==> config.mk <==
export PLATFORM = sky130hd
export DESIGN_NAME = dpm_marker
export DESIGN_NICKNAME = d
export VERILOG_FILES = /design/src/rtl/dpm_pkg.sv /design/src/rtl/dpm_addr_calc.sv /design/src/rtl/dpm_rmw_seq.sv /design/src/rtl/dpm_marker.sv
export SDC_FILE = /design/constraint.sdc
export NUM_CORES = 1
export LEC_CHECK = 0
export ABC_AREA = 1
export BUFFER_PORTS_ARGS = -buffer_cell sky130_fd_sc_hd__buf_2
export CORE_MARGIN = 2
export CORE_UTILIZATION = 51
export CTS_CLUSTER_DIAMETER = 120
export DETAILED_ROUTE_END_ITERATION = 7
export PLACE_DENSITY = 0.86
export RECOVER_POWER = 25
export REMOVE_ABC_BUFFERS = 1
export SLEW_MARGIN = 25
export SYNTH_ARGS = -nofsm -noshare
export SYNTH_HDL_FRONTEND = slang
export SYNTH_SLANG_ARGS = --single-unit
==> constraint.sdc <==
create_clock -name clk -period 3.7 [get_ports clk]
set_clock_uncertainty 0.05 [all_clocks]
set_input_delay 0.37 -clock clk [delete_from_list [all_inputs] [get_ports clk]]
set_output_delay 0.37 -clock clk [all_outputs]
set_load 0.02 [all_outputs]
==> src/rtl/dpm_pkg.sv <==
package dpm_pkg;

    localparam int CTRL_W   = 4;
    localparam int BYTE_W   = 8;
    localparam int BITSEL_W = $clog2(BYTE_W);

    localparam logic [CTRL_W-1:0] LOG_ON_CODE = 4'h1;

    typedef enum logic [1:0] {
        ST_IDLE    = 2'd0,
        ST_RD_REQ  = 2'd1,
        ST_RD_WAIT = 2'd2,
        ST_WR_REQ  = 2'd3
    } dpm_state_e;

    typedef struct packed {
        logic              in_window;
        logic [BYTE_W-1:0] mask;
    } mark_sel_t;

    function automatic logic [BYTE_W-1:0] bit_mask(input logic [BITSEL_W-1:0] idx);
        logic [BYTE_W-1:0] m;
        m = '0;
        m[idx] = 1'b1;
        return m;
    endfunction

endpackage

==> src/rtl/dpm_addr_calc.sv <==
module dpm_addr_calc #(
    parameter int ADDR_W      = 32,
    parameter int CHUNK_SHIFT = 12
) (
    input  logic [ADDR_W-1:0]      wr_addr,
    input  logic [ADDR_W-1:0]      bmp_base,
    input  logic [ADDR_W-1:0]      bmp_end,
    output logic [ADDR_W-1:0]      byte_addr,
    output dpm_pkg::mark_sel_t     sel
);
    import dpm_pkg::*;

    localparam int IDX_SHIFT = CHUNK_SHIFT + BITSEL_W;

    logic [ADDR_W:0]       sum;
    logic [BITSEL_W-1:0]   bit_idx;

    always_comb begin
        sum           = {1'b0, bmp_base} + {1'b0, (wr_addr >> IDX_SHIFT)};
        byte_addr     = sum[ADDR_W-1:0];
        bit_idx       = wr_addr[CHUNK_SHIFT +: BITSEL_W];
        sel.mask      = bit_mask(bit_idx);
        sel.in_window = (sum < {1'b0, bmp_end});
    end

endmodule

==> src/rtl/dpm_rmw_seq.sv <==
module dpm_rmw_seq #(
    parameter int ADDR_W = 32
) (
    input  logic                        clk,
    input  logic                        rst,
    input  logic [dpm_pkg::CTRL_W-1:0]  log_ctrl,
    input  logic                        wr_valid,
    output logic                        wr_ready,
    input  logic [ADDR_W-1:0]           byte_addr,
    input  dpm_pkg::mark_sel_t          sel,
    output logic                        mem_req,
    output logic                        mem_we,
    output logic [ADDR_W-1:0]           mem_addr,
    output logic [dpm_pkg::BYTE_W-1:0]  mem_wdata,
    input  logic                        mem_gnt,
    input  logic                        mem_rvalid,
    input  logic [dpm_pkg::BYTE_W-1:0]  mem_rdata,
    output logic                        ovf_flag
);
    import dpm_pkg::*;

    dpm_state_e          state;
    logic [ADDR_W-1:0]   addr_q;
    logic [BYTE_W-1:0]   mask_q;
    logic [BYTE_W-1:0]   wdata_q;
    logic                accept;
    logic                enabled;
    logic                already_set;

    always_comb begin
        accept      = wr_valid && wr_ready;
        enabled     = (log_ctrl == LOG_ON_CODE);
        already_set = (mem_rdata & mask_q) != '0;
        wr_ready    = (state == ST_IDLE);
        mem_req     = (state == ST_RD_REQ) || (state == ST_WR_REQ);
        mem_we      = (state == ST_WR_REQ);
        mem_addr    = addr_q;
        mem_wdata   = wdata_q;
    end

    always_ff @(posedge clk) begin
        if (rst) begin
            state    <= ST_IDLE;
            addr_q   <= '0;
            mask_q   <= '0;
            wdata_q  <= '0;
            ovf_flag <= 1'b0;
        end else begin
            unique case (state)
                ST_IDLE: begin
                    if (accept && enabled) begin
                        if (sel.in_window) begin
                            addr_q <= byte_addr;
                            mask_q <= sel.mask;
                            state  <= ST_RD_REQ;
                        end else begin
                            ovf_flag <= 1'b1;
                        end
                    end
                end
                ST_RD_REQ: begin
                    if (mem_gnt) state <= ST_RD_WAIT;
                end
                ST_RD_WAIT: begin
                    if (mem_rvalid) begin
                        if (already_set) begin
                            state <= ST_IDLE;
                        end else begin
                            wdata_q <= mem_rdata | mask_q;
                            state   <= ST_WR_REQ;
                        end
                    end
                end
                ST_WR_REQ: begin
                    if (mem_gnt) state <= ST_IDLE;
                end
                default: state <= ST_IDLE;
            endcase
        end
    end

    AST_BUSY_NOT_READY: assert property (@(posedge clk) disable iff (rst)
        mem_req |-> !wr_ready);

    AST_REQ_HOLD: assert property (@(posedge clk) disable iff (rst)
        (mem_req && !mem_gnt) |=> (mem_req && $stable(mem_addr) && $stable(mem_we) && $stable(mem_wdata)));

    AST_WDATA_HAS_BIT: assert property (@(posedge clk) disable iff (rst)
        (mem_req && mem_we) |-> ((mem_wdata & mask_q) != '0));

    AST_DISABLED_DROP: assert property (@(posedge clk) disable iff (rst)
        (accept && !enabled) |=> (!mem_req && wr_ready));

    AST_SKIP_SET_BIT: assert property (@(posedge clk) disable iff (rst)
        (state == ST_RD_WAIT && mem_rvalid && already_set) |=> (!mem_req && wr_ready));

    AST_OVF_STICKY: assert property (@(posedge clk) disable iff (rst)
        ovf_flag |=> ovf_flag);

endmodule

==> src/rtl/dpm_marker.sv <==
module dpm_marker #(
    parameter int ADDR_W      = 32,
    parameter int CHUNK_SHIFT = 12
) (
    input  logic                        clk,
    input  logic                        rst,
    input  logic [dpm_pkg::CTRL_W-1:0]  log_ctrl,
    input  logic [ADDR_W-1:0]           bmp_base,
    input  logic [ADDR_W-1:0]           bmp_end,
    input  logic                        wr_valid,
    output logic                        wr_ready,
    input  logic [ADDR_W-1:0]           wr_addr,
    output logic                        mem_req,
    output logic                        mem_we,
    output logic [ADDR_W-1:0]           mem_addr,
    output logic [dpm_pkg::BYTE_W-1:0]  mem_wdata,
    input  logic                        mem_gnt,
    input  logic                        mem_rvalid,
    input  logic [dpm_pkg::BYTE_W-1:0]  mem_rdata,
    output logic                        ovf_flag
);
    import dpm_pkg::*;

    logic [ADDR_W-1:0] calc_byte_addr;
    mark_sel_t         calc_sel;

    dpm_addr_calc #(
        .ADDR_W      (ADDR_W),
        .CHUNK_SHIFT (CHUNK_SHIFT)
    ) u_calc (
        .wr_addr   (wr_addr),
        .bmp_base  (bmp_base),
        .bmp_end   (bmp_end),
        .byte_addr (calc_byte_addr),
        .sel       (calc_sel)
    );

    dpm_rmw_seq #(
        .ADDR_W (ADDR_W)
    ) u_seq (
        .clk        (clk),
        .rst        (rst),
        .log_ctrl   (log_ctrl),
        .wr_valid   (wr_valid),
        .wr_ready   (wr_ready),
        .byte_addr  (calc_byte_addr),
        .sel        (calc_sel),
        .mem_req    (mem_req),
        .mem_we     (mem_we),
        .mem_addr   (mem_addr),
        .mem_wdata  (mem_wdata),
        .mem_gnt    (mem_gnt),
        .mem_rvalid (mem_rvalid),
        .mem_rdata  (mem_rdata),
        .ovf_flag   (ovf_flag)
    );

    AST_ADDR_IN_WINDOW: assert property (@(posedge clk) disable iff (rst)
        mem_req |-> (mem_addr >= bmp_base && mem_addr < bmp_end));

    AST_RESET_IDLE: assert property (@(posedge clk)
        $past(rst) |-> (wr_ready && !mem_req));

endmodule

==> run summary, run 1 <==
RSZ-0062 raised after global routing - no
Fmax - 290.1 MHz
Crit-path max cell delay - 0.39 ns
Fin crit share - 93.16%
Post-synth top flop - dfxtp_1
Remaining global-route overflow - 0
Cells after Synth - 658
Syn-to-layout area delta - 25.78%
Setup TNS - 0 ns
Critical path fanouts, max - 20
Avg Cell Area, Syn - 6.446 um^2
Nets - 982
DRC errors left - 0
Core Region - 8134 um^2
Slowest cell on crit path - fa_1
Fin crit period - 3.447 ns
First-pass GRT wire length - 18230 um
Data required, critical path - 3.87 ns
Die height - 95.20 um
Cts bufs inserted - 5
Initial DRC count - 143
CP delay by family, top - simple AND/OR/NAND/NOR gates
Worst-margin pin slew - 0.4992 ns
Ports - 157
Critical Path Start Type - primary input
Initial Utilization - 52.15%
P per Cell Area - 300.4 nW/um^2
Number of fillers in the final layout - 750
CTS Buffer Depth - 2
Relative slew margins - 66.63%
Sequential area share after synthesis - 24.07%
Asr flop ratio synth - 0%
Routability-driven placement congestion ratio - 0.9526
Sequential Area - 1021 um^2
Leak - 2.778 nW
Initial antenna violation count - 0
Post-detailed-route count of antenna-violating nets - 0
Cell Area, Synth - 4242 um^2
Vias in the first global route - 4402
WL per Instance - 12.45 um
Synth warnings - 0
Bufs and invs on worst path - 5
Vias/cell - 5.102
Hold Crit Class - in -> reg
Pre-antenna DRT Iters - 4
Flop-to-flop setup slack - 1.74 ns
Sink Count - 51
Outcome - finished clean
Crit path DAT - 3.62 ns
All-layer global routing usage - 24.87%
Post-synth EDFFs - 0
Postcts setup bufs - 0
Maximum VDD drop - 0.1419 mV
Post-DP HPWL - 9576 um
Post-CTS Hold Buffers - 0
Cell count after placement - 918
Worst setup EP type - flip-flop
Final Setup Violations - 0
Layout cells sized above 1 - 21.34%
Cell mode on critical path - nand2_1
Netlist cell types - 40
Yosys reg bits - 51
Ant. Diodes - 0
CTS tree - built
Commonest non-fill, non-tap cell in the layout - nand2_1
H-tree depth reported by CTS - 2
Rows - 33
Overall routed net length - 11520 um
DIE AREA - 9062 um^2
Worst-path clk slew - 0.09 ns
Clk root buf - clkbuf_8
Commonest cells after routing, fill and taps aside - nand2_1, buf_2, inv_1
Crit Path Category - in -> reg
Die W - 95.20 um
Multi-input logic area - 2831 um^2
Routed via count - 4719
Final Non-Filler Cells - 925
Final Hold Viols - 0
Largest net degree at the start of global routing - 40
Slew Limit Fails - 0
Hold_ws - 0.3032 ns
Total of max-cap violations - 0
Skew-Pair Late Insertion Delay - 0.30 ns
# port buffers - 144
## metal layers
metal	GRT usage, %	vias up	part of all wire, %
met3	3.320	23	4.9
met5	0	-	0
met2	45.31	121	49
met4	7.971	0	2.1
li1	-	2445	-
met1	30.00	2130	43
## synthesized netlist by cell type (8+ instances only)
cell	n	area share (%)
xnor2_1	8	1.7
nand2_1	197	17
a21oi_1	67	7.9
o21ai_0	11	1.3
dfxtp_1	51	24
o21ai_1	12	1.4
xor2_1	19	3.9
nand3_1	21	2.5
nor2_1	61	5.4
nor3_1	15	1.8
o21bai_1	9	1.6
ha_1	48	14
inv_1	83	7.3
## state kept, by name, summed over array words and instances, names as in the netlist
name	flops
u_seq.mem_addr	32
u_seq.mask_q	8
u_seq.ovf_flag	1
u_seq.mem_wdata	8
u_seq.state	2
## path summary, 6_finish.rpt
check                                        start            endpoint  cells past startpoint
worst max-delay path                   bmp_base[0]     u_seq.mask_q[1]                     28
worst min-delay path                  mem_rdata[3]  u_seq.mem_wdata[3]                      3
worst max register to register      u_seq.state[1]  u_seq.mem_wdata[0]                      7
worst min register to register  u_seq.mem_addr[15]  u_seq.mem_addr[15]                      2
## layout make-up
type | count | area share [%]
multi-input cells | 506 | 53.07
flip-flops and latches | 51 | 19.14
repair buffers | 170 | 17.24
inverters | 86 | 6.098
well taps | 105 | 2.462
clock buffers | 5 | 1.290
clock inverters | 2 | 0.7036
## cell families after synthesis
logic type / count (synthesis) / share of synthesized area [%]
flops: 51 / 24.07
compound gates: 109 / 14.04
simple gates: 321 / 32.01
fa+ha+maj: 49 / 14.63
buf+inv: 101 / 9.675
xor+xnor: 27 / 5.575
## tightest hold or removal path: cells and delay by family
family	cells	cell delay [ns]
buffers and inverters	1	0.09
AOI/OAI and AO/OA	2	0.16
## power by group
group | internal [mW] | total [mW] | switching (mW) | leakage, nW
Sequential | 0.572 | 0.589 | 0.0167 | 0.412
Combinational | 0.250 | 0.629 | 0.379 | 2.32
Clock | 0.198 | 0.384 | 0.186 | 0.0502
## repair_timing
item	CTS	global route
resized for setup	0	8
endpoints found under the setup margin	0	42
hold endpoints to repair	0	0
## per-stage QoR
| stage | total power [mW] | setup slack, ns | area [um^2] | util (%) |
|---|---|---|---|---|
| global route | 1.716 | 0.008830 | 5335 | 65.59 |
| floorplan | 1.001 | -0.1515 | 4154 | - |
| global placement | 1.201 | -0.03443 | 5226 | 64.25 |
| detailed placement | 1.226 | -0.09350 | 5226 | 64.25 |
| finish | 1.603 | 0.2532 | 5335 | 65.59 |
| CTS | 1.608 | 0.2109 | 5333 | 65.56 |
No activity file was read; power rests on OpenSTA's default activity.
==> inputs of run 2 (changes only) <==
Settings changed: CORE_UTILIZATION 51 to 30, PLACE_DENSITY 0.86 to 0.57.
==> run summary, run 2 (synthesis results as in run 1) <==
Largest net degree at the start of global routing - 40
Initial antenna violation count - 1
Rows - 43
CTS tree - built
Outcome - finished clean
Worst-margin pin slew - 0.5135 ns
Leak - 2.839 nW
Maximum VDD drop - 0.1598 mV
Post-DP HPWL - 10230 um
Sink Count - 51
P per Cell Area - 315.2 nW/um^2
Relative slew margins - 65.67%
Initial Utilization - 30.68%
Crit Path Category - in -> reg
Worst path cell trace - buf_2, ha_1, fa_1, nand3_1, nand2_1, nand2_1, nand2_1, nand2_1, o211ai_1, nand2_1, nand3b_1, nand2_1, inv_1, ha_1, nand2_1, inv_1, nand3_1, nor3_1, nand4_4, nand3_4, buf_4, nand2_1, a21oi_1, nor2_1
Critical Path Start Type - primary input
All-layer global routing usage - 16.21%
# port buffers - 144
Nets - 987
First-pass GRT wire length - 19380 um
DRC errors left - 0
Vias/cell - 4.518
Skew-Pair Late Insertion Delay - 0.29 ns
Vias in the first global route - 4127
CTS Buffer Depth - 2
WL per Instance - 12.21 um
Core Region - 13830 um^2
Initial DRC count - 179
Slowest cell on crit path - fa_1
Slew Limit Fails - 0
Max FFs per register - 32
Cell internal pwr - 1.148 mW
Post-detailed-route count of antenna-violating nets - 0
Fin crit share - 92.32%
Hold_ws - 0.3180 ns
Setup TNS - 0 ns
Pre-antenna DRT Iters - 4
Crit path DAT - 3.55 ns
RSZ-0062 raised after global routing - yes
Final Setup Violations - 0
Syn-to-layout area delta - 31.00%
Sw Ratio - 34.48%
Fin crit period - 3.416 ns
Total of max-cap violations - 0
Cts bufs inserted - 5
Routability-driven placement congestion ratio - 0.8534
Flop-to-flop setup slack - 1.77 ns
Crit-path max cell delay - 0.39 ns
Fmax - 292.8 MHz
Layout cells sized above 1 - 22.42%
Sw power - 603.9 uW
Bufs and invs on worst path - 4
DIE AREA - 15110 um^2
Cts repair resizes - 0
Commonest non-fill, non-tap cell in the layout - nand2_1
Final Non-Filler Cells - 1006
Post-CTS Hold Buffers - 0
Number of fillers in the final layout - 1529
Sequential power share - 33.7%
Final worst slack - 0.2842 ns
H-tree depth reported by CTS - 2
Postcts setup bufs - 0
Worst-path clk slew - 0.06 ns
Remaining global-route overflow - 0
Commonest cells after routing, fill and taps aside - nand2_1, buf_2, inv_1
Die height - 122.9 um
Critical path fanouts, max - 8
Final Hold Viols - 0
Worst setup EP type - flip-flop
Cell mode on critical path - nand2_1
Combinational power share - 36.5%
Place WS - -0.05447 ns
Cell count after placement - 998
Die W - 122.9 um
Hold Crit Class - in -> reg
Clk root buf - clkbuf_16
Data required, critical path - 3.83 ns
Routed via count - 4545
Overall routed net length - 12290 um
CP delay by family, top - simple AND/OR/NAND/NOR gates
Ports - 157
Clk network pwr share - 29.9%
run 2: cell types whose count changed in the layout (fill, tap and decap cells not counted), sizes merged:
cell	previous run	this run
buf	147	152
diode	0	1
run 2: stage by stage:
stage | total power, mW | area (um^2) | utilization [%]
final | 1.751 | 5557 | 40.19
after global routing | 1.886 | 5554 | 40.17
after CTS | 1.767 | 5520 | 39.92
after detailed placement | 1.238 | 5358 | 38.75
after global placement | 1.236 | 5358 | 38.75
after floorplan | 1.001 | 4154 | -
run 2: final cells by class:
cell class	count	area [um^2]	area share [%]
inverter	86	322.8	5.810
clock buffer	5	125.1	2.252
sequential	51	1021	18.37
multi-input combinational	506	2873	51.70
antenna	1	2.502	0.04503
tap	180	225.2	4.053
clock inverter	2	37.54	0.6755
timing repair buffer	175	949.7	17.09
run 2: worst reg2reg max path, cell delays in order, from the launching register on:
cell and delay [ns]:
dfxtp_1 0.37, inv_1 0.07, nor2_1 0.13, nand3_1 0.09
a211oi_1 0.27, nand3_1 0.44, o21bai_1 0.31, a21oi_1 0.13
run 2: per-layer routing:
layer | vias to the layer above | routed length [um] | track usage, % | share of wire, %
li1 | 2455 | - | - | -
met2 | 94 | 5726 | 27.49 | 47
met1 | 1988 | 5721 | 21.55 | 47
met5 | - | 0 | 0 | 0
met3 | 8 | 695 | 2.306 | 5.7
met4 | 0 | 143 | 4.167 | 1.2
run 2: path summary, 6_finish.rpt:
kind | from | end | cells past startpoint
setup / recovery | bmp_base[0] | u_seq.state[1] | 24
hold / removal | mem_rdata[0] | u_seq.mem_wdata[0] | 3
setup reg to reg | u_seq.state[1] | u_seq.mem_wdata[3] | 7
hold reg to reg | u_seq.mem_addr[15] | u_seq.mem_addr[15] | 2
run 2: power by group through the flow:
stage | logic [mW] | registers (mW) | clock network [mW]
after detailed placement | 0.636 | 0.602 | 0
after global placement | 0.636 | 0.601 | 0
after floorplan | 0.375 | 0.626 | 0
final | 0.639 | 0.589 | 0.523
after global routing | 0.732 | 0.592 | 0.562
after CTS | 0.639 | 0.589 | 0.539
==> inputs of run 3 (changes only) <==
Settings changed: ABC_AREA 1 to unset, PLACE_DENSITY 0.57 to 0.58.
==> run summary, run 3 <==
Outcome - finished, violations left
Failing checks - setup timing
Hold_ws - 0.3121 ns
DRC errors left - 0
Remaining global-route overflow - 0
Critical path fanouts, max - 4
Initial Utilization - 30.55%
Fmax - 240.9 MHz
Utilization after layout - 47.70%
Final Setup Violations - 43
Initial DRC count - 208
Leak - 2.945 nW
CTS tree - built
Met3 Wirelength - 659 um
Rows - 42
Worst Min Path Start - mem_rdata[0]
Cells after Synth - 540
Avg Cell Area, Syn - 7.433 um^2
Vias in the first global route - 4537
Netlist cell types - 58
Commonest cells after routing, fill and taps aside - buf_2, buf_4, nand2_1
Dominant cells by area after synthesis - dfxtp_1, ha_1, a21oi_1
Cell count after placement - 940
Most instantiated library cell after synthesis - nand2_1
Max Used Layer - met4
DIE AREA - 14320 um^2
Fin crit share - 112.2%
First-pass GRT wire length - 20720 um
Data required, critical path - 3.88 ns
Hold Crit Class - in -> reg
Die W - 119.7 um
Cell Area, Synth - 4014 um^2
Top cell type's share of synthesized area - 25.44%
WL per Instance - 13.37 um
Routed via count - 4666
Worst setup EP type - flip-flop
# port buffers - 144
Core Region - 13140 um^2
P per Cell Area - 292.7 nW/um^2
Initial antenna violation count - 0
Post-synth top flop - dfxtp_1
Commonest cells post-synth - nand2_1, a21oi_1, nor2_1
Critical R2R Capture - u_seq.mem_wdata[5]
Maximum VDD drop - 0.2630 mV
Asr flop ratio synth - 0%
Metal2 WL - 6364 um
All-layer global routing usage - 17.63%
Yosys reg bits - 51
Crit Path Category - in -> reg
Total of max-cap violations - 0
Post-DP HPWL - 9969 um
RSZ-0062 raised after global routing - yes
Skew-Pair Late Insertion Delay - 0.29 ns
Post-detailed-route count of antenna-violating nets - 0
Final Hold Viols - 0
Relative slew margins - 35.69%
Final Non-Filler Cells - 965
Bufs and invs on worst path - 1
Post-synth EDFFs - 0
Ant. Diodes - 0
Pre-antenna DRT Iters - 4
Routability-driven placement congestion ratio - 0.8767
Slowest cell on crit path - or4b_4
Yosys top cell by area - dfxtp_1
Worst-path clk slew - 0.08 ns
Worst R2R Path Depth - 6
Sequential area share after synthesis - 25.44%
Commonest non-fill, non-tap cell in the layout - buf_2
Crit path DAT - 4.33 ns
Flop-to-flop setup slack - 1.24 ns
Crit-path max cell delay - 0.49 ns
Place WS - -1.080 ns
Clk root buf - clkbuf_16
Largest net degree at the start of global routing - 52
Fin crit period - 4.152 ns
Number of fillers in the final layout - 1358
Syn-to-layout area delta - 56.11%
H-tree depth reported by CTS - 2
Sink Count - 51
Hold Path Stages - 3
Placed Instance Area - 5654 um^2
Cts bufs inserted - 5
CTS Buffer Depth - 2
Worst Hold End - u_seq.mem_wdata[0]
Critical Path Start Type - primary input
Nets - 950
Total power - 1.834 mW
Worst-margin pin slew - 0.9647 ns
Post-route cell area - 6266 um^2
Ports - 157
Worst path cell trace - buf_6, ha_4, fa_2, a211oi_4, o21ai_2, o21ai_2, o211a_4, a2111oi_4, xor2_2, ha_4, a21o_1, a211o_1, o221ai_2, o211ai_1, a31o_1, or3_4, or4b_4, a21oi_2
M1 WL - 5746 um
Post-CTS Hold Buffers - 0
Layout cells sized above 1 - 38.53%
Setup TNS - -14.11 ns
Slew Limit Fails - 0
Synth warnings - 0
Max FFs per register - 32
Final worst slack - -0.4516 ns
Vias/cell - 4.835
Reg-to-Reg Start - u_seq.mask_q[2]
Die height - 119.7 um
Overall routed net length - 12900 um
CP delay by family, top - compound AO/OA/AOI/OAI gates
-- run 3: worst max path at each step --
stage	to	slack, ns	depth (start not counted)	from
4_1_cts	u_seq.mask_q[2]	-0.50	19	wr_addr[15]
6_report	u_seq.mask_q[2]	-0.45	18	wr_addr[15]
3_5_place_dp	u_seq.mask_q[2]	-1.08	19	bmp_base[0]
2_1_floorplan	u_seq.mask_q[3]	-1.15	17	bmp_base[0]
3_3_place_gp	u_seq.mask_q[2]	-1.0	19	bmp_base[0]
5_1_grt	u_seq.mask_q[2]	-0.66	18	wr_addr[15]
-- run 3: logic make-up after synthesis --
kind of cell             count (synthesis)  share of synthesized area, %
AND/OR/NAND/NOR                        217                         24.94
XOR/XNOR                                29                         6.328
multiplexers                             3                        0.7482
buffers and inverters                   68                         6.515
AO/OA/AOI/OAI                          123                         20.57
adder cells (fa/ha/maj)                 49                         15.46
flip-flops                              51                         25.44
-- run 3: what timing repair did --
action | CTS | global route
pin swaps | 47 | 30
setup endpoints to repair | 43 | 43
resized for setup | 45 | 20
setup buffers | 12 | 2
gates cloned | 4 | 1
-- run 3: worst reg2reg max path, delay by kind of cell (launching register included) --
family          cells  cell delay, ns
compound gates      2            1.11
flops               1            0.34
simple gates        4            0.79
-- run 3: routing by layer --
layer | up-vias | track usage, %
met5 | - | 0
met3 | 17 | 2.519
li1 | 2392 | -
met4 | 0 | 2.868
met2 | 134 | 31.93
met1 | 2123 | 22.51
-- run 3: power breakdown --
group / switching [mW] / internal, mW
clock: 0.227 / 0.322
combinational: 0.349 / 0.366
sequential: 0.00871 / 0.561
total: 0.585 / 1.25
-- run 3: final cells by class --
cell class / count / area [um^2] / area share [%]
multi-input cells: 421 / 2959 / 47.22
inverters: 45 / 168.9 / 2.696
well taps: 176 / 220.2 / 3.514
clock inverters: 3 / 46.29 / 0.7388
repair buffers: 264 / 1725 / 27.54
clock buffers: 5 / 125.1 / 1.997
flip-flops and latches: 51 / 1021 / 16.29
